==> src/rtl/serial_regif_pkg.sv <==
`timescale 1ns/1ps
package serial_regif_pkg;
  localparam int unsigned DATA_W     = 8;
  localparam int unsigned ADDR_W     = 3;
  localparam int unsigned NUM_CAUSES = 2;
  localparam int unsigned CAUSE_RX   = 0;
  localparam int unsigned CAUSE_TX   = 1;

  typedef enum logic [ADDR_W-1:0] {
    OFS_DATA = 3'd0,
    OFS_IER  = 3'd1,
    OFS_IIR  = 3'd2,
    OFS_LCR  = 3'd3,
    OFS_MCR  = 3'd4,
    OFS_LSR  = 3'd5,
    OFS_MSR  = 3'd6,
    OFS_SPR  = 3'd7
  } reg_ofs_e;

  localparam int unsigned IER_RX_BIT   = 0;
  localparam int unsigned IER_TX_BIT   = 1;
  localparam int unsigned LCR_DIV_BIT  = 7;

  localparam logic [DATA_W-1:0] IIR_NONE = 8'h01;
  localparam logic [DATA_W-1:0] IIR_TX   = 8'h02;
  localparam logic [DATA_W-1:0] IIR_RX   = 8'h04;
  localparam logic [DATA_W-1:0] LSR_IDLE = 8'h60;

  // identification code: receive cause outranks transmit cause
  function automatic logic [DATA_W-1:0] iir_code(input logic rx_p, input logic tx_p);
    if (rx_p)      return IIR_RX;
    else if (tx_p) return IIR_TX;
    else           return IIR_NONE;
  endfunction

  function automatic logic [DATA_W-1:0] lsr_code(input logic data_ready);
    return LSR_IDLE | {{(DATA_W-1){1'b0}}, data_ready};
  endfunction

  // pending update: clear wins over set in the same cycle
  function automatic logic [NUM_CAUSES-1:0] pend_next(input logic [NUM_CAUSES-1:0] cur,
                                                      input logic [NUM_CAUSES-1:0] set,
                                                      input logic [NUM_CAUSES-1:0] clr);
    return (cur | set) & ~clr;
  endfunction

  // down-counter step: cancel beats arm, arm reloads the full delay
  function automatic int unsigned timer_next(input int unsigned cur, input logic arm,
                                             input logic cancel, input int unsigned load);
    if (cancel)        return 0;
    else if (arm)      return load;
    else if (cur != 0) return cur - 1;
    else               return 0;
  endfunction

  function automatic int unsigned sat_inc(input int unsigned cur, input int unsigned lim);
    return (cur >= lim) ? lim : cur + 1;
  endfunction
endpackage

==> src/rtl/sr_delay_timer.sv <==
`timescale 1ns/1ps
module sr_delay_timer
  import serial_regif_pkg::*;
#(
  parameter int unsigned DELAY_CYC = 22
) (
  input  logic clk,
  input  logic rst_n,
  input  logic arm,
  input  logic cancel,
  output logic fire
);
  localparam int unsigned CNT_W = $clog2(DELAY_CYC + 1);

  logic [CNT_W-1:0] cnt_q;

  // last counting cycle; an arm or cancel in that cycle overrides it
  assign fire = (cnt_q == CNT_W'(1)) && !arm && !cancel;

  always_ff @(posedge clk) begin
    if (!rst_n) cnt_q <= '0;
    else        cnt_q <= CNT_W'(timer_next(32'(cnt_q), arm, cancel, DELAY_CYC));
  end
endmodule

==> src/rtl/sr_age_counter.sv <==
`timescale 1ns/1ps
module sr_age_counter
  import serial_regif_pkg::*;
#(
  parameter int unsigned DELAY_CYC = 22
) (
  input  logic clk,
  input  logic rst_n,
  input  logic restart,
  output logic stale
);
  localparam int unsigned AGE_MAX = DELAY_CYC + 1;
  localparam int unsigned AGE_W   = $clog2(AGE_MAX + 1);

  logic [AGE_W-1:0] age_q;

  // saturated means more than DELAY_CYC cycles since the last raise
  assign stale = (age_q == AGE_W'(AGE_MAX));

  always_ff @(posedge clk) begin
    if (!rst_n)       age_q <= AGE_W'(AGE_MAX);
    else if (restart) age_q <= '0;
    else              age_q <= AGE_W'(sat_inc(32'(age_q), AGE_MAX));
  end
endmodule

==> src/rtl/sr_reg_bank.sv <==
`timescale 1ns/1ps
module sr_reg_bank
  import serial_regif_pkg::*;
#(
  parameter int unsigned IER_BITS = 4
) (
  input  logic              clk,
  input  logic              rst_n,
  input  logic              bus_sel,
  input  logic              bus_wr,
  input  logic [ADDR_W-1:0] bus_addr,
  input  logic [DATA_W-1:0] bus_wdata,
  input  logic              rx_valid,
  input  logic [DATA_W-1:0] rx_data,
  input  logic              rx_pend,
  input  logic              tx_pend,
  output logic [DATA_W-1:0] rdata,
  output logic              data_rd,
  output logic              data_wr,
  output logic              ier_wr,
  output logic              iir_rd,
  output logic [DATA_W-1:0] ier_q,
  output logic              dlab
);
  logic [IER_BITS-1:0] ier_r;
  logic [DATA_W-1:0]   lcr_r, mcr_r, div_lo_r, div_hi_r;
  logic                acc_rd, acc_wr;

  assign acc_rd  = bus_sel && !bus_wr;
  assign acc_wr  = bus_sel &&  bus_wr;
  assign dlab    = lcr_r[LCR_DIV_BIT];
  assign ier_q   = DATA_W'(ier_r);

  assign data_rd = acc_rd && (bus_addr == OFS_DATA) && !dlab;
  assign data_wr = acc_wr && (bus_addr == OFS_DATA) && !dlab;
  assign ier_wr  = acc_wr && (bus_addr == OFS_IER)  && !dlab;
  assign iir_rd  = acc_rd && (bus_addr == OFS_IIR);

  always_ff @(posedge clk) begin
    if (!rst_n) begin
      ier_r    <= '0;
      lcr_r    <= '0;
      mcr_r    <= '0;
      div_lo_r <= '0;
      div_hi_r <= '0;
    end else if (acc_wr) begin
      case (bus_addr)
        OFS_DATA: if (dlab) div_lo_r <= bus_wdata;
        OFS_IER:  if (dlab) div_hi_r <= bus_wdata;
                  else      ier_r    <= bus_wdata[IER_BITS-1:0];
        OFS_LCR:  lcr_r <= bus_wdata;
        OFS_MCR:  mcr_r <= bus_wdata;
        default:  ;
      endcase
    end
  end

  always_comb begin
    rdata = '0;
    case (bus_addr)
      OFS_DATA: rdata = dlab ? div_lo_r : (rx_valid ? rx_data : '0);
      OFS_IER:  rdata = dlab ? div_hi_r : ier_q;
      OFS_IIR:  rdata = iir_code(rx_pend, tx_pend);
      OFS_LCR:  rdata = lcr_r;
      OFS_MCR:  rdata = mcr_r;
      OFS_LSR:  rdata = lsr_code(rx_valid);
      default:  rdata = '0;
    endcase
  end
endmodule

==> src/rtl/serial_regif.sv <==
`timescale 1ns/1ps
module serial_regif
  import serial_regif_pkg::*;
#(
  parameter int unsigned DELAY_CYC = 22,
  parameter int unsigned IER_BITS  = 4
) (
  input  logic        clk,
  input  logic        rst_n,
  input  logic        bus_sel,
  input  logic        bus_wr,
  input  logic [2:0]  bus_addr,
  input  logic [7:0]  bus_wdata,
  output logic [7:0]  bus_rdata,
  input  logic        rx_valid,
  input  logic [7:0]  rx_data,
  output logic        rx_ready,
  output logic        tx_strobe,
  output logic [7:0]  tx_byte,
  output logic        irq
);
  logic                  data_rd, data_wr, ier_wr, iir_rd, dlab;
  logic [DATA_W-1:0]     ier_q;
  logic [NUM_CAUSES-1:0] pend_q, pend_set, pend_clr;
  logic [NUM_CAUSES-1:0] tmr_arm, tmr_cancel, tmr_fire;
  logic                  rx_pend, tx_pend, rx_fire, tx_fire;
  logic                  ier_rx_en, ier_tx_en, wr_rx_en, wr_tx_en;
  logic                  age_stale, tx_now, tx_raise, iir_tx_rd, pop_q;
  logic                  tx_strobe_q;
  logic [DATA_W-1:0]     tx_byte_q;

  sr_reg_bank #(.IER_BITS(IER_BITS)) i_regs (
    .clk(clk), .rst_n(rst_n),
    .bus_sel(bus_sel), .bus_wr(bus_wr), .bus_addr(bus_addr), .bus_wdata(bus_wdata),
    .rx_valid(rx_valid), .rx_data(rx_data), .rx_pend(rx_pend), .tx_pend(tx_pend),
    .rdata(bus_rdata), .data_rd(data_rd), .data_wr(data_wr), .ier_wr(ier_wr),
    .iir_rd(iir_rd), .ier_q(ier_q), .dlab(dlab)
  );

  // named events
  assign rx_pend   = pend_q[CAUSE_RX];
  assign tx_pend   = pend_q[CAUSE_TX];
  assign rx_fire   = tmr_fire[CAUSE_RX];
  assign tx_fire   = tmr_fire[CAUSE_TX];
  assign ier_rx_en = ier_q[IER_RX_BIT];
  assign ier_tx_en = ier_q[IER_TX_BIT];
  assign wr_rx_en  = bus_wdata[IER_RX_BIT];
  assign wr_tx_en  = bus_wdata[IER_TX_BIT];
  assign iir_tx_rd = iir_rd && (iir_code(rx_pend, tx_pend) == IIR_TX);
  assign tx_now    = ier_wr && wr_tx_en && age_stale;

  // timer control
  assign tmr_arm[CAUSE_TX]    = (ier_wr && wr_tx_en && !age_stale) || (data_wr && ier_tx_en);
  assign tmr_cancel[CAUSE_TX] = ier_wr && !wr_tx_en;
  assign tmr_arm[CAUSE_RX]    = (ier_wr && wr_rx_en && rx_valid) ||
                                (pop_q && !ier_wr && ier_rx_en && rx_valid);
  assign tmr_cancel[CAUSE_RX] = ier_wr && !(wr_rx_en && rx_valid);

  for (genvar c = 0; c < NUM_CAUSES; c++) begin : g_cause_timer
    sr_delay_timer #(.DELAY_CYC(DELAY_CYC)) i_tmr (
      .clk(clk), .rst_n(rst_n),
      .arm(tmr_arm[c]), .cancel(tmr_cancel[c]), .fire(tmr_fire[c])
    );
  end

  // pending bits
  assign pend_set[CAUSE_RX] = rx_fire && ier_rx_en;
  assign pend_set[CAUSE_TX] = (tx_fire && ier_tx_en) || tx_now;
  assign pend_clr[CAUSE_RX] = data_rd || tmr_cancel[CAUSE_RX];
  assign pend_clr[CAUSE_TX] = data_wr || iir_tx_rd || tmr_cancel[CAUSE_TX];
  assign tx_raise           = pend_set[CAUSE_TX] && !pend_clr[CAUSE_TX];

  sr_age_counter #(.DELAY_CYC(DELAY_CYC)) i_age (
    .clk(clk), .rst_n(rst_n), .restart(tx_raise), .stale(age_stale)
  );

  always_ff @(posedge clk) begin
    if (!rst_n) begin
      pend_q      <= '0;
      pop_q       <= 1'b0;
      tx_strobe_q <= 1'b0;
      tx_byte_q   <= '0;
    end else begin
      pend_q      <= pend_next(pend_q, pend_set, pend_clr);
      pop_q       <= data_rd;
      tx_strobe_q <= data_wr;
      if (data_wr) tx_byte_q <= bus_wdata;
    end
  end

  assign rx_ready  = data_rd;
  assign tx_strobe = tx_strobe_q;
  assign tx_byte   = tx_byte_q;
  assign irq       = |pend_q;
endmodule

==> config.mk <==
export PLATFORM = sky130hd
export DESIGN_NAME = serial_regif
export DESIGN_NICKNAME = d
export VERILOG_FILES = /design/src/rtl/serial_regif_pkg.sv /design/src/rtl/sr_delay_timer.sv /design/src/rtl/sr_age_counter.sv /design/src/rtl/sr_reg_bank.sv /design/src/rtl/serial_regif.sv
export SDC_FILE = /design/constraint.sdc
export NUM_CORES = 1
export LEC_CHECK = 0
export ABC_AREA = 1
export CAP_MARGIN = 20
export CORE_MARGIN = 3
export CORE_UTILIZATION = 45
export CTS_CLUSTER_SIZE = 30
export DETAILED_ROUTE_END_ITERATION = 7
export PLACE_DENSITY = 0.68
export RECOVER_POWER = 100
export REMOVE_ABC_BUFFERS = 1
export SLEW_MARGIN = 20
export SYNTH_ARGS = -nofsm -noshare
export SYNTH_HDL_FRONTEND = slang
export SYNTH_SLANG_ARGS = --single-unit
==> constraint.sdc <==
create_clock -name clk -period 1.6 [get_ports clk]
set_clock_uncertainty 0.05 [all_clocks]
set_input_delay 0.32 -clock clk [delete_from_list [all_inputs] [get_ports clk]]
set_output_delay 0.32 -clock clk [all_outputs]
set_load 0.01 [all_outputs]
# Word level (Yosys, flattened, before mapping)
# Index checks and enable logic that the tools add are counted.
# classes
add_sub_neg	3
n_mul	0
div_mod_pow	0
order_cmp	1
n_eq_ne	9
shifts	0
mux	12
n_bitwise	7
n_reduce_logical	60
# ops
cell	n
8-bit case mux with 6 select lines	1
8-bit two-way mux	4
5-bit two-way mux	6
1-bit logical AND	29
1-bit zero test	11
5-bit by 1-bit == test with 1-bit output (second input constant)	2
5-bit nonzero test	2
5-bit by 1-bit subtractor with 5-bit output (second input constant)	2
3-bit AND reduction	3
8-bit by 2-bit == test with 1-bit output (second input constant)	1
4-bit OR reduction	2
3-bit by 2-bit == test with 1-bit output (second input constant)	2
3-bit == test (second input constant)	2
1-bit logical OR	6
2-bit OR reduction	3
5-bit by 1-bit adder with 5-bit output (second input constant)	1
5-bit == test (second input constant)	1
5-bit greater-or-equal comparator (second input constant)	1
1-bit inverter	4
2-bit AND reduction	2
3-bit by 1-bit == test with 1-bit output (second input constant)	1
3-bit zero test	1
3-bit OR reduction	1
2-bit AND	1
other kinds (3)	3
# word_totals
register_bits	63
latchBits	0
ram_bits	0
mem_bits_ro	0
input_bits	24
out_inout_bits	19
word_cells	107
mem_count	0

# Logic depth before layout (Yosys ltp)
# Gate-level depths: netlist of run 1.
# logic_depth
ltp_word	14
mapped_depth	11
depth_no_buf	11

# Cells and area by module
# A second synthesis of run 1 with hierarchy kept.
# hier_totals
hier_cells	505
hier_area_um2	3280.6
# modules_own_cells
module	instances	cells_each	area_each_um2	seq_area_each_um2
sr_reg_bank	1	329	2009.4	720.7
sr_delay_timer	2	38	267.8	100.1
serial_regif	1	67	500.5	240.2
sr_age_counter	1	33	235.2	100.1

# Least setup slack after synthesis of run 1
# Ideal clock, no wire load.
# synth_timing
kind	register -> output
startpoint	register i_regs.lcr_r[7]
endpoint	output port bus_rdata[2]
t_arrival_ns	1.098
required_ns	1.230
path_slack_ns	0.132
stages_incl_launch_ff	8
n_path_buf	2
cell_sequence	dfxtp_1 -> inv_1 -> buf_2 -> buf_2 -> nand2_1 -> o21ai_0 -> nand2_1 -> o2111ai_1
# synth_between
elab_chain_cells	2
word_cells_on_any_way	3
cone_classes	mux (3)
# synth_rtl
item	line_no	text
start: declaration	sr_reg_bank.sv:26	logic [DATA_W-1:0] lcr_r, mcr_r, div_lo_r, div_hi_r;
start signal: assignment	sr_reg_bank.sv:51	OFS_LCR: lcr_r <= bus_wdata;
8-bit two-way mux, on equally long branches	sr_reg_bank.sv:62, sr_reg_bank.sv:61	
8-bit case mux with 6 select lines (*)	sr_reg_bank.sv:60	case (bus_addr)
end: declaration	serial_regif.sv:14	output logic [7:0] bus_rdata,
# Mark *: on every way between the ends. The rest lies on a longest branch, timed or not.

# Worst setup path after layout of run 1
# layout_timing
startpoint	register i_regs.lcr_r[7]
endpoint	output port bus_rdata[1]
# Same word-level chain as after synthesis.

==> results.py, run 1 <==
metrics = {
    "layout": {
        "share_of_post_route_cells_with_drive_strength_above_1_pct": 30.5,
        "final_non_filler_cell_area_sq_um": 4340,
        "num_antenna_cells": 0,
        "finish.cell_count_without_fillers": 602,
        "syn_to_final_growth_pct": 45.3,
        "multi_input_comb_area_sq_um": 1680,
        "fill_cells": 545,
        "final_net_count": 551,
        "layout.area.seq_sq_um": 1270,
        "post-route-util_pct": 67.9,
    },
    "die": {
        "chipWidth_microns": 87.5,
        "floorplan.die_area_sq_um": 7650,
        "ioPinCount": 43,
        "core.rowCount": 29,
        "dieHeight_microns": 87.5,
        "initial_core_util_pct": 46.7,
        "core_area_sq_um": 6390,
    },
    "global_routing": {
        "grt_pass1_wl_microns": 13500,
        "grt.total_usage_pct": 22.8,
        "antenna_found_initial": 0,
        "gr-total-overflow": 0,
        "grt_max_degree": 18,
        "via_count_of_the_first_global_routing_pass": 2914,
    },
    "clock_network": {
        "clock_sinks": 63,
        "clock_pin_transition_on_the_worst_setup_and_hold_timing_paths_ns": 0.06,
        "tritoncts.num_buffers": 9,
        "cts_tree": "yes",
        "ctsLongestPathBuffers": 2,
        "cts.root.buffer_cell": "sky130_fd_sc_hd__clkbuf_8",
        "worstSkewPairLatency_ns": 0.35,
        "h-tree-depth": 3,
    },
    "detailed_routing": {
        "detail_route.wirelength_microns": 8630,
        "drtAntennaViolNets": 0,
        "drt_first_iter_violations": 217,
        "detail_route.drc_violations": 0,
        "drt_first_pass_iters": 5,
        "via_per_inst": 5.25,
        "via_count": 3158,
        "route.detailed.wl_per_inst_microns": 14.3,
    },
    "power_and_ir_drop": {
        "cell_leakage_power_nw": 1.99,
        "cell_area_power_density_nw_per_um2": 968,
        "ir_drop_mv": 0.795,
    },
    "run_status": {
        "failed_checks": "negative setup slack",
        "status": "finished, violations left",
    },
    "placed_design": {
        "buffer_ports.inserted": 42,
        "placed_instance_area_sq_um": 3820,
        "gp_routability_congestion": 0.929,
        "dp_cells": 569,
        "place.detailed.hpwl_microns": 5990,
    },
    "sta": {
        "relSlewSlack_pct": 71.2,
        "post-route-worst-setup-slack_ns": -0.236,
        "tightest_slew_ns": 0.431,
        "layout_min_cycle_time_ns": 1.84,
        "timing_hold_violations_final": 0,
        "period_share_pct": 115,
        "final-setup-viol-count": 14,
        "grt_setup_unrepaired": "true",
        "clock.fmax_mhz": 545,
        "maxSlewViolCount": 0,
    },
    "logic_synthesis": {
        "synth_flop_cell": "sky130_fd_sc_hd__dfxtp_1",
        "synth_edf_count": 0,
        "postSynthRegisterBits": 63,
        "yosysSeqAreaShare_pct": 42.2,
        "yosys_warnings": 0,
        "postSynthCellCount": 412,
        "synth.avg_cell_area_sq_um": 7.25,
        "number_of_distinct_library_cells_after_synthesis": 35,
        "asyncSetResetFlopFracSynth_pct": 0,
        "netlist_area_sq_um": 2990,
    },
    "worst_setup_path": {
        "critical_path.cell_chain": "buf_6 -> nand2_2 -> o21ai_2 -> a221oi_2 -> nand3_1 -> buf_2",
        "reg2reg_depth": 12,
        "cp_max_fo": 7,
        "path_delay_family": "flip-flops",
        "critical_path.slowest_cell": "sky130_fd_sc_hd__dfxtp_4",
        "cp.depth": 6,
        "worst-endpoint-arrival_ns": 1.47,
        "crit_buf_inv": 2,
        "worstSetupPathType": "register to primary output",
        "worstPathRequired_ns": 1.23,
        "cpPeakStageDelay_ns": 0.37,
        "critPathCaptureType": "primary output",
        "critical_path.startpoint_type": "register",
    },
    "hold_path": {
        "number_of_stages_on_the_worst_hold_path": 2,
        "worstHoldPathType": "register to register",
    },
    "flow_run": {
        "max_cap_violations": 0,
    },
}
-- synth_stat cells, drive strengths merged, types with 4 or more instances --
| cell | instances | area, sq um |
|---|---|---|
| nand3 | 31 | 178 |
| o21ai | 50 | 250 |
| buf | 8 | 45.0 |
| clkbuf | 6 | 22.5 |
| nand4 | 5 | 31.3 |
| ha | 7 | 87.6 |
| nor3 | 8 | 40.0 |
| xnor2 | 4 | 35.0 |
| a21oi | 29 | 149 |
| dfxtp | 63 | 1260 |
| nand2 | 83 | 332 |
| nor2 | 60 | 253 |
| inv | 42 | 160 |
| a221oi | 4 | 35.0 |
-- per-layer routing --
metal / part of all wire (%) / GRT usage [%] / vias up
met1: 42 / 27.9 / 1447
met4: 2.9 / 9.90 / 0
met5: 0 / 0 / -
li1: - / - / 1579
met2: 49 / 36.6 / 107
met3: 6.2 / 7.10 / 25
-- final cells by class --
type                       count  area share, %
clock buffer                  12           3.11
clock inverter                 4           1.61
inverter                      44           4.01
multi-input combinational    291           38.6
sequential                    63           29.2
tap                           77           2.22
timing repair buffer         111           21.2
-- cell usage in the layout, fill, tap and decap left out, types with 2 or more instances in the layout --
cell type and instances:
sky130_fd_sc_hd__dfxtp_1 61, sky130_fd_sc_hd__nand2_1 58, sky130_fd_sc_hd__buf_4 57, sky130_fd_sc_hd__nor2_1 52, sky130_fd_sc_hd__o21ai_0 40, sky130_fd_sc_hd__inv_1 34, sky130_fd_sc_hd__a21oi_1 27, sky130_fd_sc_hd__nand3_1 23
sky130_fd_sc_hd__nand2_2 20, sky130_fd_sc_hd__clkdlybuf4s50_1 18, sky130_fd_sc_hd__clkbuf_8 9, sky130_fd_sc_hd__nand3_2 8, sky130_fd_sc_hd__nor3_1 8, sky130_fd_sc_hd__buf_6 8, sky130_fd_sc_hd__dlygate4sd2_1 8, sky130_fd_sc_hd__buf_2 8
sky130_fd_sc_hd__nor2_4 7, sky130_fd_sc_hd__ha_1 7, sky130_fd_sc_hd__inv_2 6, sky130_fd_sc_hd__o21ai_1 6, sky130_fd_sc_hd__nand4_1 5, sky130_fd_sc_hd__nand2_4 4, sky130_fd_sc_hd__a221oi_2 4, sky130_fd_sc_hd__o21ai_2 4
sky130_fd_sc_hd__xnor2_1 4, sky130_fd_sc_hd__clkbuf_1 4, sky130_fd_sc_hd__clkbuf_2 4, sky130_fd_sc_hd__inv_4 3, sky130_fd_sc_hd__clkinv_2 3, sky130_fd_sc_hd__a32oi_2 2, sky130_fd_sc_hd__bufinv_16 2
-- through the flow --
step           TNS (ns)  worst slack [ns]  power (mW)  hold WS, ns
6_report          -1.77            -0.236        4.20        0.407
3_5_place_dp     -29.15            -0.879        2.72        0.394
2_1_floorplan     -7.60            -0.533        2.40        0.339
3_3_place_gp     -27.44            -0.884        2.68        0.382
5_1_grt           -3.04            -0.301        4.44        0.436
4_1_cts           -2.17            -0.306        4.22        0.405
-- worst reg2reg max path, cell delays in order (launching register included) --
cell and delay [ns]:
sky130_fd_sc_hd__dfxtp_4 0.37, sky130_fd_sc_hd__inv_4 0.08, sky130_fd_sc_hd__buf_6 0.14, sky130_fd_sc_hd__buf_6 0.11, sky130_fd_sc_hd__buf_6 0.13, sky130_fd_sc_hd__nand2_8 0.06, sky130_fd_sc_hd__inv_2 0.16, sky130_fd_sc_hd__buf_12 0.13
sky130_fd_sc_hd__nand3b_4 0.07, sky130_fd_sc_hd__nand2_2 0.09, sky130_fd_sc_hd__nand2_4 0.07, sky130_fd_sc_hd__nand2_1 0.06, sky130_fd_sc_hd__nand2_1 0.04
-- worst paths after layout --
path / from / endpoint / slack [ns]
worst max-delay path: i_regs.lcr_r[7]$_SDFFE_PN0P_ / bus_rdata[1] / -0.24
worst min-delay path: i_regs.div_hi_r[7]$_SDFFE_PN0P_ / i_regs.div_hi_r[7]$_SDFFE_PN0P_ / 0.41
worst max register to register: i_regs.lcr_r[7]$_SDFFE_PN0P_ / i_age.age_q[1]$_SDFF_PN1_ / -0.06
worst min register to register: i_regs.div_hi_r[7]$_SDFFE_PN0P_ / i_regs.div_hi_r[7]$_SDFFE_PN0P_ / 0.41
-- flip-flops by register name, indices dropped and copies added, names as in the netlist, 2 cells and up --
| register | cells |
|---|---|
| g_cause_timer.i_tmr.cnt_q | 10 |
| i_regs.div_hi_r | 8 |
| i_regs.div_lo_r | 8 |
| i_regs.lcr_r | 8 |
| i_regs.mcr_r | 8 |
| tx_byte | 8 |
| i_age.age_q | 5 |
| i_regs.ier_r | 4 |
| pend_q | 2 |
-- report_power, final --
group | internal (mW) | switching (mW)
Combinational | 0.423 | 0.510
Clock | 0.873 | 0.602
Sequential | 1.70 | 0.0933
Total | 3.00 | 1.20
-- kinds of logic (layout without fill, tap and decap cells) --
kind of cell	count (synthesis)	count (layout)	synth area share [%]
and+or+nand+nor	188	188	28.6
DFF	63	63	42.2
xor gates and xnor gates	5	5	1.47
AOI/OAI and AO/OA	91	91	16.7
adders and majority gates	7	7	2.93
buffers and inverters	58	171	8.09
-- what timing repair did --
item / 4_1_cts / 5_1_grt
resized for setup: 74 / 61
hold buffers: 0 / 0
pin swaps: 16 / 22
cloned: 1 / 0
buffers inserted: 13 / 3
endpoints found under the setup margin: 38 / 38
No activity file was read; power rests on OpenSTA's default activity.
==> run 2: changes to the inputs <==
ABC_AREA = not set   (was 1)
MAX_ROUTING_LAYER = met4   (was not set)
==> results.py, run 2 <==
metrics = {
    "layout": {
        "syn_to_final_growth_pct": 51.3,
        "mostFrequentLayoutCells": "62 x sky130_fd_sc_hd__dfxtp_1, 50 x sky130_fd_sc_hd__buf_4, 32 x sky130_fd_sc_hd__nand2_1, 26 x sky130_fd_sc_hd__mux2i_1, 25 x sky130_fd_sc_hd__buf_6",
        "layout.cells.most_common": "sky130_fd_sc_hd__dfxtp_1",
        "share_of_post_route_cells_with_drive_strength_above_1_pct": 33.8,
        "largest_register_ffs": 10,
        "registers.top_by_ff_count": "g_cause_timer.i_tmr.cnt_q",
        "num_antenna_cells": 0,
        "final_net_count": 499,
        "fill_cells": 503,
        "final_non_filler_cell_area_sq_um": 4760,
    },
    "sta": {
        "tightest_slew_ns": 0.365,
        "layout_min_cycle_time_ns": 2.18,
        "fin_worst_hold_slack_ns": 0.403,
        "clock.fmax_mhz": 458,
        "grt_setup_unrepaired": "true",
        "period_share_pct": 136,
        "post-route-worst-setup-slack_ns": -0.583,
        "timing_hold_violations_final": 0,
        "maxSlewViolCount": 0,
        "relSlewSlack_pct": 75.6,
        "final-setup-viol-count": 50,
    },
    "logic_synthesis": {
        "postSynthRegisterBits": 63,
        "netlist.top_cell.by_area": "sky130_fd_sc_hd__dfxtp_1",
        "number_of_distinct_library_cells_after_synthesis": 56,
        "synth.avg_cell_area_sq_um": 8.81,
        "yosys_warnings": 0,
        "ys_top_cells_by_area": "sky130_fd_sc_hd__dfxtp_1 40%, sky130_fd_sc_hd__mux2i_1 8.3%, sky130_fd_sc_hd__a21boi_0 4.8%",
        "synth_top_cell_area_share_pct": 40.1,
        "synth_flop_cell": "sky130_fd_sc_hd__dfxtp_1",
        "netlist_area_sq_um": 3140,
        "most_repeated_cell_in_the_gate_level_netlist_after_synthesis": "sky130_fd_sc_hd__dfxtp_1",
        "asyncSetResetFlopFracSynth_pct": 0,
        "synth_commonest_cells": "63 x sky130_fd_sc_hd__dfxtp_1, 38 x sky130_fd_sc_hd__nand2_1, 28 x sky130_fd_sc_hd__o21ai_0",
        "synth_edf_count": 0,
        "postSynthCellCount": 357,
        "yosysSeqAreaShare_pct": 40.1,
    },
    "die": {
        "core.rowCount": 29,
        "dieHeight_microns": 89.6,
        "core_area_sq_um": 6570,
        "floorplan.die_area_sq_um": 8030,
        "chipWidth_microns": 89.6,
        "initial_core_util_pct": 47.9,
        "ioPinCount": 43,
    },
    "detailed_routing": {
        "drtAntennaViolNets": 0,
        "route.detailed.wl_per_inst_microns": 16.6,
        "detail_route.drc_violations": 0,
        "drt_first_pass_iters": 5,
        "drt_first_iter_violations": 192,
        "detail_route.wirelength_microns": 9370,
        "via_count": 3026,
        "via_per_inst": 5.35,
    },
    "worst_setup_path": {
        "critPathCaptureType": "primary output",
        "setup.worst_path.end": "bus_rdata[0]",
        "regToRegEndpoint": "pend_q[1]$_SDFF_PN0_",
        "reg2reg_slack_ns": -0.46,
        "cp_max_fo": 4,
        "worstSetupPathType": "register to primary output",
        "critical_path.startpoint_type": "register",
        "crit_path_start": "i_regs.lcr_r[7]$_SDFFE_PN0P_",
        "worstPathRequired_ns": 1.23,
        "reg2reg_depth": 7,
        "worst-endpoint-arrival_ns": 1.81,
        "worst_r2r_startpoint": "i_regs.lcr_r[7]$_SDFFE_PN0P_",
    },
    "global_routing": {
        "grt_pass1_wl_microns": 14800,
        "antenna_found_initial": 0,
        "grt_max_degree": 23,
        "grt.total_usage_pct": 25.2,
        "gr-total-overflow": 0,
        "via_count_of_the_first_global_routing_pass": 3126,
    },
    "run_status": {
        "status": "finished, violations left",
        "failed_checks": "negative setup slack",
    },
    "clock_network": {
        "clock_pin_transition_on_the_worst_setup_and_hold_timing_paths_ns": 0.07,
        "worstSkewPairLatency_ns": 0.34,
        "cts-hold-fix-buffers": 0,
        "ctsLongestPathBuffers": 2,
        "cts_tree": "yes",
        "cts.root.buffer_cell": "sky130_fd_sc_hd__clkbuf_8",
        "tritoncts.num_buffers": 9,
        "clock_sinks": 63,
        "h-tree-depth": 3,
    },
    "flow_run": {
        "max_cap_violations": 0,
    },
    "placed_design": {
        "gp_routability_congestion": 0.874,
        "buffer_ports.inserted": 42,
        "placed_instance_area_sq_um": 4150,
        "place.detailed.hpwl_microns": 6440,
    },
    "hold_path": {
        "worstHoldPathType": "register to register",
    },
    "power_and_ir_drop": {
        "ir_drop_mv": 0.726,
        "design_power_total_mw": 4.50,
        "cell_area_power_density_nw_per_um2": 946,
        "cell_leakage_power_nw": 1.89,
    },
}
==> run 2: worst min-delay path by stage <==
stage	start	to	slack, ns	cells after the start
final	tx_byte[3]$_SDFFE_PN0P_	tx_byte[3]$_SDFFE_PN0P_	0.40	2
after detailed placement	tx_byte[6]$_SDFFE_PN0P_	tx_byte[6]$_SDFFE_PN0P_	0.40	2
after floorplan	rst_n	i_regs.ier_r[0]$_SDFFE_PN0P_	0.39	1
after global placement	tx_byte[6]$_SDFFE_PN0P_	tx_byte[6]$_SDFFE_PN0P_	0.39	2
after global routing	tx_byte[5]$_SDFFE_PN0P_	tx_byte[5]$_SDFFE_PN0P_	0.43	2
after CTS	tx_byte[2]$_SDFFE_PN0P_	tx_byte[2]$_SDFFE_PN0P_	0.40	2
==> run 2: worst max-delay path, stage by stage (launching register included) <==
cell                      delay [ns]
sky130_fd_sc_hd__dfxtp_4        0.39
sky130_fd_sc_hd__mux2_4         0.30
sky130_fd_sc_hd__mux4_2         0.46
sky130_fd_sc_hd__o21a_1         0.18
sky130_fd_sc_hd__buf_2          0.13
==> run 2: logic make-up (layout without fill, tap and decap cells) <==
| family | Yosys count | after routing | synth area share (%) |
|---|---|---|---|
| and+or+nand+nor | 122 | 122 | 20.7 |
| AOI/OAI and AO/OA | 95 | 95 | 20.5 |
| DFF | 63 | 63 | 40.1 |
| buffers and inverters | 34 | 150 | 4.30 |
| muxes | 29 | 29 | 9.71 |
| adders and majority gates | 7 | 7 | 2.79 |
| xor gates and xnor gates | 7 | 7 | 1.95 |
==> run 2: where the power goes <==
group          switching (mW)  internal (mW)
clock network           0.668          0.878
logic                   0.623          0.533
registers               0.107           1.69
==> run 2: final cells by class <==
cell class | count | area [sq um] | area share [%]
multi-input cells | 260 | 2020 | 42.5
flip-flops and latches | 63 | 1260 | 26.6
repair buffers | 120 | 1080 | 22.6
clock buffers | 9 | 124 | 2.60
well taps | 93 | 116 | 2.45
clock inverters | 7 | 97.6 | 2.05
inverters | 14 | 55.1 | 1.16
==> run 2: metrics by stage <==
step | utilization, % | worst slack, ns | std cells | setup TNS, ns
5_1_grt | 72.4 | -0.633 | 566 | -19.36
6_report | 72.4 | -0.583 | 566 | -15.78
3_3_place_gp | 63.2 | -1.08 | 542 | -47.17
2_1_floorplan | - | -0.436 | 337 | -10.43
4_1_cts | 70.8 | -0.600 | 566 | -15.49
3_5_place_dp | 63.2 | -1.11 | 542 | -47.62
==> run 2: what timing repair did <==
item	CTS	global route
pin swaps	29	21
setup buffers	9	0
gates resized for setup	124	41
endpoints found under the setup margin	74	64
==> run 2: per-layer routing <==
metal  vias to the layer above  routed length (microns)  global-route usage, %
met2                        77                     4520                   39.7
met1                      1459                     4240                   31.7
met5                         -                        0                      -
met3                        15                      470                   5.84
met4                         0                      143                   9.07
li1                       1475                        -                      -
==> run 3: changes to the inputs <==
PLACE_DENSITY = 0.67   (was 0.68)
SYNTH_HIERARCHICAL = 1   (was not set)
==> results.py, run 3 <==
metrics = {
    "sta": {
        "tightest_slew_ns": 0.487,
        "period_share_pct": 141,
        "timing_hold_violations_final": 0,
        "clock.fmax_mhz": 443,
        "maxSlewViolCount": 0,
        "final-setup-viol-count": 49,
        "post-route-worst-setup-slack_ns": -0.658,
        "layout_min_cycle_time_ns": 2.26,
        "grt_setup_unrepaired": "true",
        "relSlewSlack_pct": 67.5,
        "final.setup.tns_ns": -13.17,
    },
    "layout": {
        "layout.area.seq_sq_um": 1270,
        "largest_register_ffs": 10,
        "mostFrequentLayoutCells": "62 x sky130_fd_sc_hd__buf_4, 61 x sky130_fd_sc_hd__dfxtp_1, 33 x sky130_fd_sc_hd__a21oi_1, 33 x sky130_fd_sc_hd__nand3_1, 25 x sky130_fd_sc_hd__o21ai_0",
        "registers.top_by_ff_count": "g_cause_timer.i_tmr/cnt_q",
        "layout.cells.most_common": "sky130_fd_sc_hd__buf_4",
        "share_of_post_route_cells_with_drive_strength_above_1_pct": 37.5,
        "fill_cells": 502,
        "num_antenna_cells": 0,
        "syn_to_final_growth_pct": 52.7,
        "final_net_count": 515,
        "finish.cell_count_without_fillers": 587,
        "multi_input_comb_area_sq_um": 2060,
        "final_non_filler_cell_area_sq_um": 4920,
    },
    "worst_setup_path": {
        "worstSetupPathType": "register to register",
        "critPathCaptureType": "register",
        "cp_max_fo": 3,
        "worstPathRequired_ns": 1.80,
        "worst-endpoint-arrival_ns": 2.46,
        "critical_path.startpoint_type": "register",
    },
    "detailed_routing": {
        "detail_route.wirelength_microns": 10700,
        "drt_first_iter_violations": 347,
        "via_per_inst": 5.84,
        "drtAntennaViolNets": 0,
        "detail_route.drc_violations": 0,
        "via_count": 3431,
        "drt_first_pass_iters": 5,
        "route.detailed.wl_per_inst_microns": 18.3,
    },
    "clock_network": {
        "cts.root.buffer_cell": "sky130_fd_sc_hd__clkbuf_8",
        "tritoncts.num_buffers": 9,
        "clock_pin_transition_on_the_worst_setup_and_hold_timing_paths_ns": 0.08,
        "clock_sinks": 63,
        "cts_tree": "yes",
        "worstSkewPairLatency_ns": 0.35,
        "ctsLongestPathBuffers": 2,
        "h-tree-depth": 3,
        "cts-hold-fix-buffers": 0,
    },
    "logic_synthesis": {
        "netlist_area_sq_um": 3220,
        "synth.avg_cell_area_sq_um": 8.71,
        "postSynthCellCount": 370,
        "yosys_warnings": 6,
    },
    "die": {
        "floorplan.die_area_sq_um": 8210,
        "dieHeight_microns": 90.6,
        "core_area_sq_um": 6870,
        "core.rowCount": 30,
        "chipWidth_microns": 90.6,
        "initial_core_util_pct": 46.9,
        "ioPinCount": 43,
    },
    "power_and_ir_drop": {
        "cell_area_power_density_nw_per_um2": 897,
        "design_power_total_mw": 4.41,
        "cell_leakage_power_nw": 1.85,
        "ir_drop_mv": 0.599,
    },
    "global_routing": {
        "grt.total_usage_pct": 24.6,
        "antenna_found_initial": 0,
        "gr-total-overflow": 0,
        "grt_max_degree": 37,
        "via_count_of_the_first_global_routing_pass": 3192,
        "grt_pass1_wl_microns": 16000,
    },
    "placed_design": {
        "gp_routability_congestion": 0.819,
        "dp_cells": 542,
        "place.detailed.hpwl_microns": 6350,
        "buffer_ports.inserted": 42,
        "pre_cts_slack_ns": -1.21,
        "placed_instance_area_sq_um": 4100,
    },
    "flow_run": {
        "max_cap_violations": 0,
    },
    "run_status": {
        "status": "finished, violations left",
        "failed_checks": "negative setup slack",
    },
    "hold_path": {
        "worstHoldPathType": "register to register",
    },
}
[run 3: critical path, stage by stage (launching register included)]
cell and delay [ns]:
sky130_fd_sc_hd__dfxtp_2 0.33, sky130_fd_sc_hd__or4b_4 0.52, sky130_fd_sc_hd__nor2_4 0.12, sky130_fd_sc_hd__buf_4 0.12, sky130_fd_sc_hd__buf_6 0.09, sky130_fd_sc_hd__nand3b_1 0.11
sky130_fd_sc_hd__a21boi_2 0.06, sky130_fd_sc_hd__nor2_1 0.13, sky130_fd_sc_hd__nand2_1 0.08, sky130_fd_sc_hd__nor4_2 0.17, sky130_fd_sc_hd__a21oi_1 0.13, sky130_fd_sc_hd__nor4b_2 0.25
[run 3: final timing paths]
path	start	to	slack (ns)	cells past startpoint
setup / recovery	i_regs/lcr_r[7]$_SDFFE_PN0P_	pend_q[0]$_SDFF_PN0_	-0.66	11
hold / removal	i_regs/mcr_r[4]$_SDFFE_PN0P_	i_regs/mcr_r[4]$_SDFFE_PN0P_	0.42	2
setup reg to reg	i_regs/lcr_r[7]$_SDFFE_PN0P_	pend_q[0]$_SDFF_PN0_	-0.66	11
hold reg to reg	i_regs/mcr_r[4]$_SDFFE_PN0P_	i_regs/mcr_r[4]$_SDFFE_PN0P_	0.42	2
[run 3: power by group]
part / total, mW / switching (mW) / internal [mW]
Combinational: 1.03 / 0.530 / 0.504
Clock: 1.61 / 0.708 / 0.898
Sequential: 1.77 / 0.102 / 1.67
[run 3: routing by layer]
layer / vias up / share of wire (%) / GRT usage (%)
li1: 1599 / - / -
met3: 19 / 7.9 / 6.42
met1: 1664 / 42 / 32.6
met4: 0 / 1.5 / 8.42
met2: 149 / 49 / 36.3
met5: - / 0 / -
[run 3: cell type report]
type	count	area share, %
Inverter	13	0.992
Sequential cell	63	25.7
Clock buffer	9	2.52
Multi-Input combinational cell	266	41.9
Timing Repair Buffer	133	24.3
Clock inverter	7	2.11
Tap cell	96	2.44
[run 3: per-stage QoR]
stage,hold slack (ns),utilization [%]
final,0.425,71.6
after floorplan,0.346,-
after global routing,0.450,71.6
after CTS,0.425,66.5
after detailed placement,0.413,59.7
after global placement,0.407,59.7
[run 3: timing repair]
item	4_1_cts	5_1_grt
gates cloned	0	3
resized for setup	97	71
pin swaps	12	35
setup endpoints to repair	68	52
setup buffers	12	19
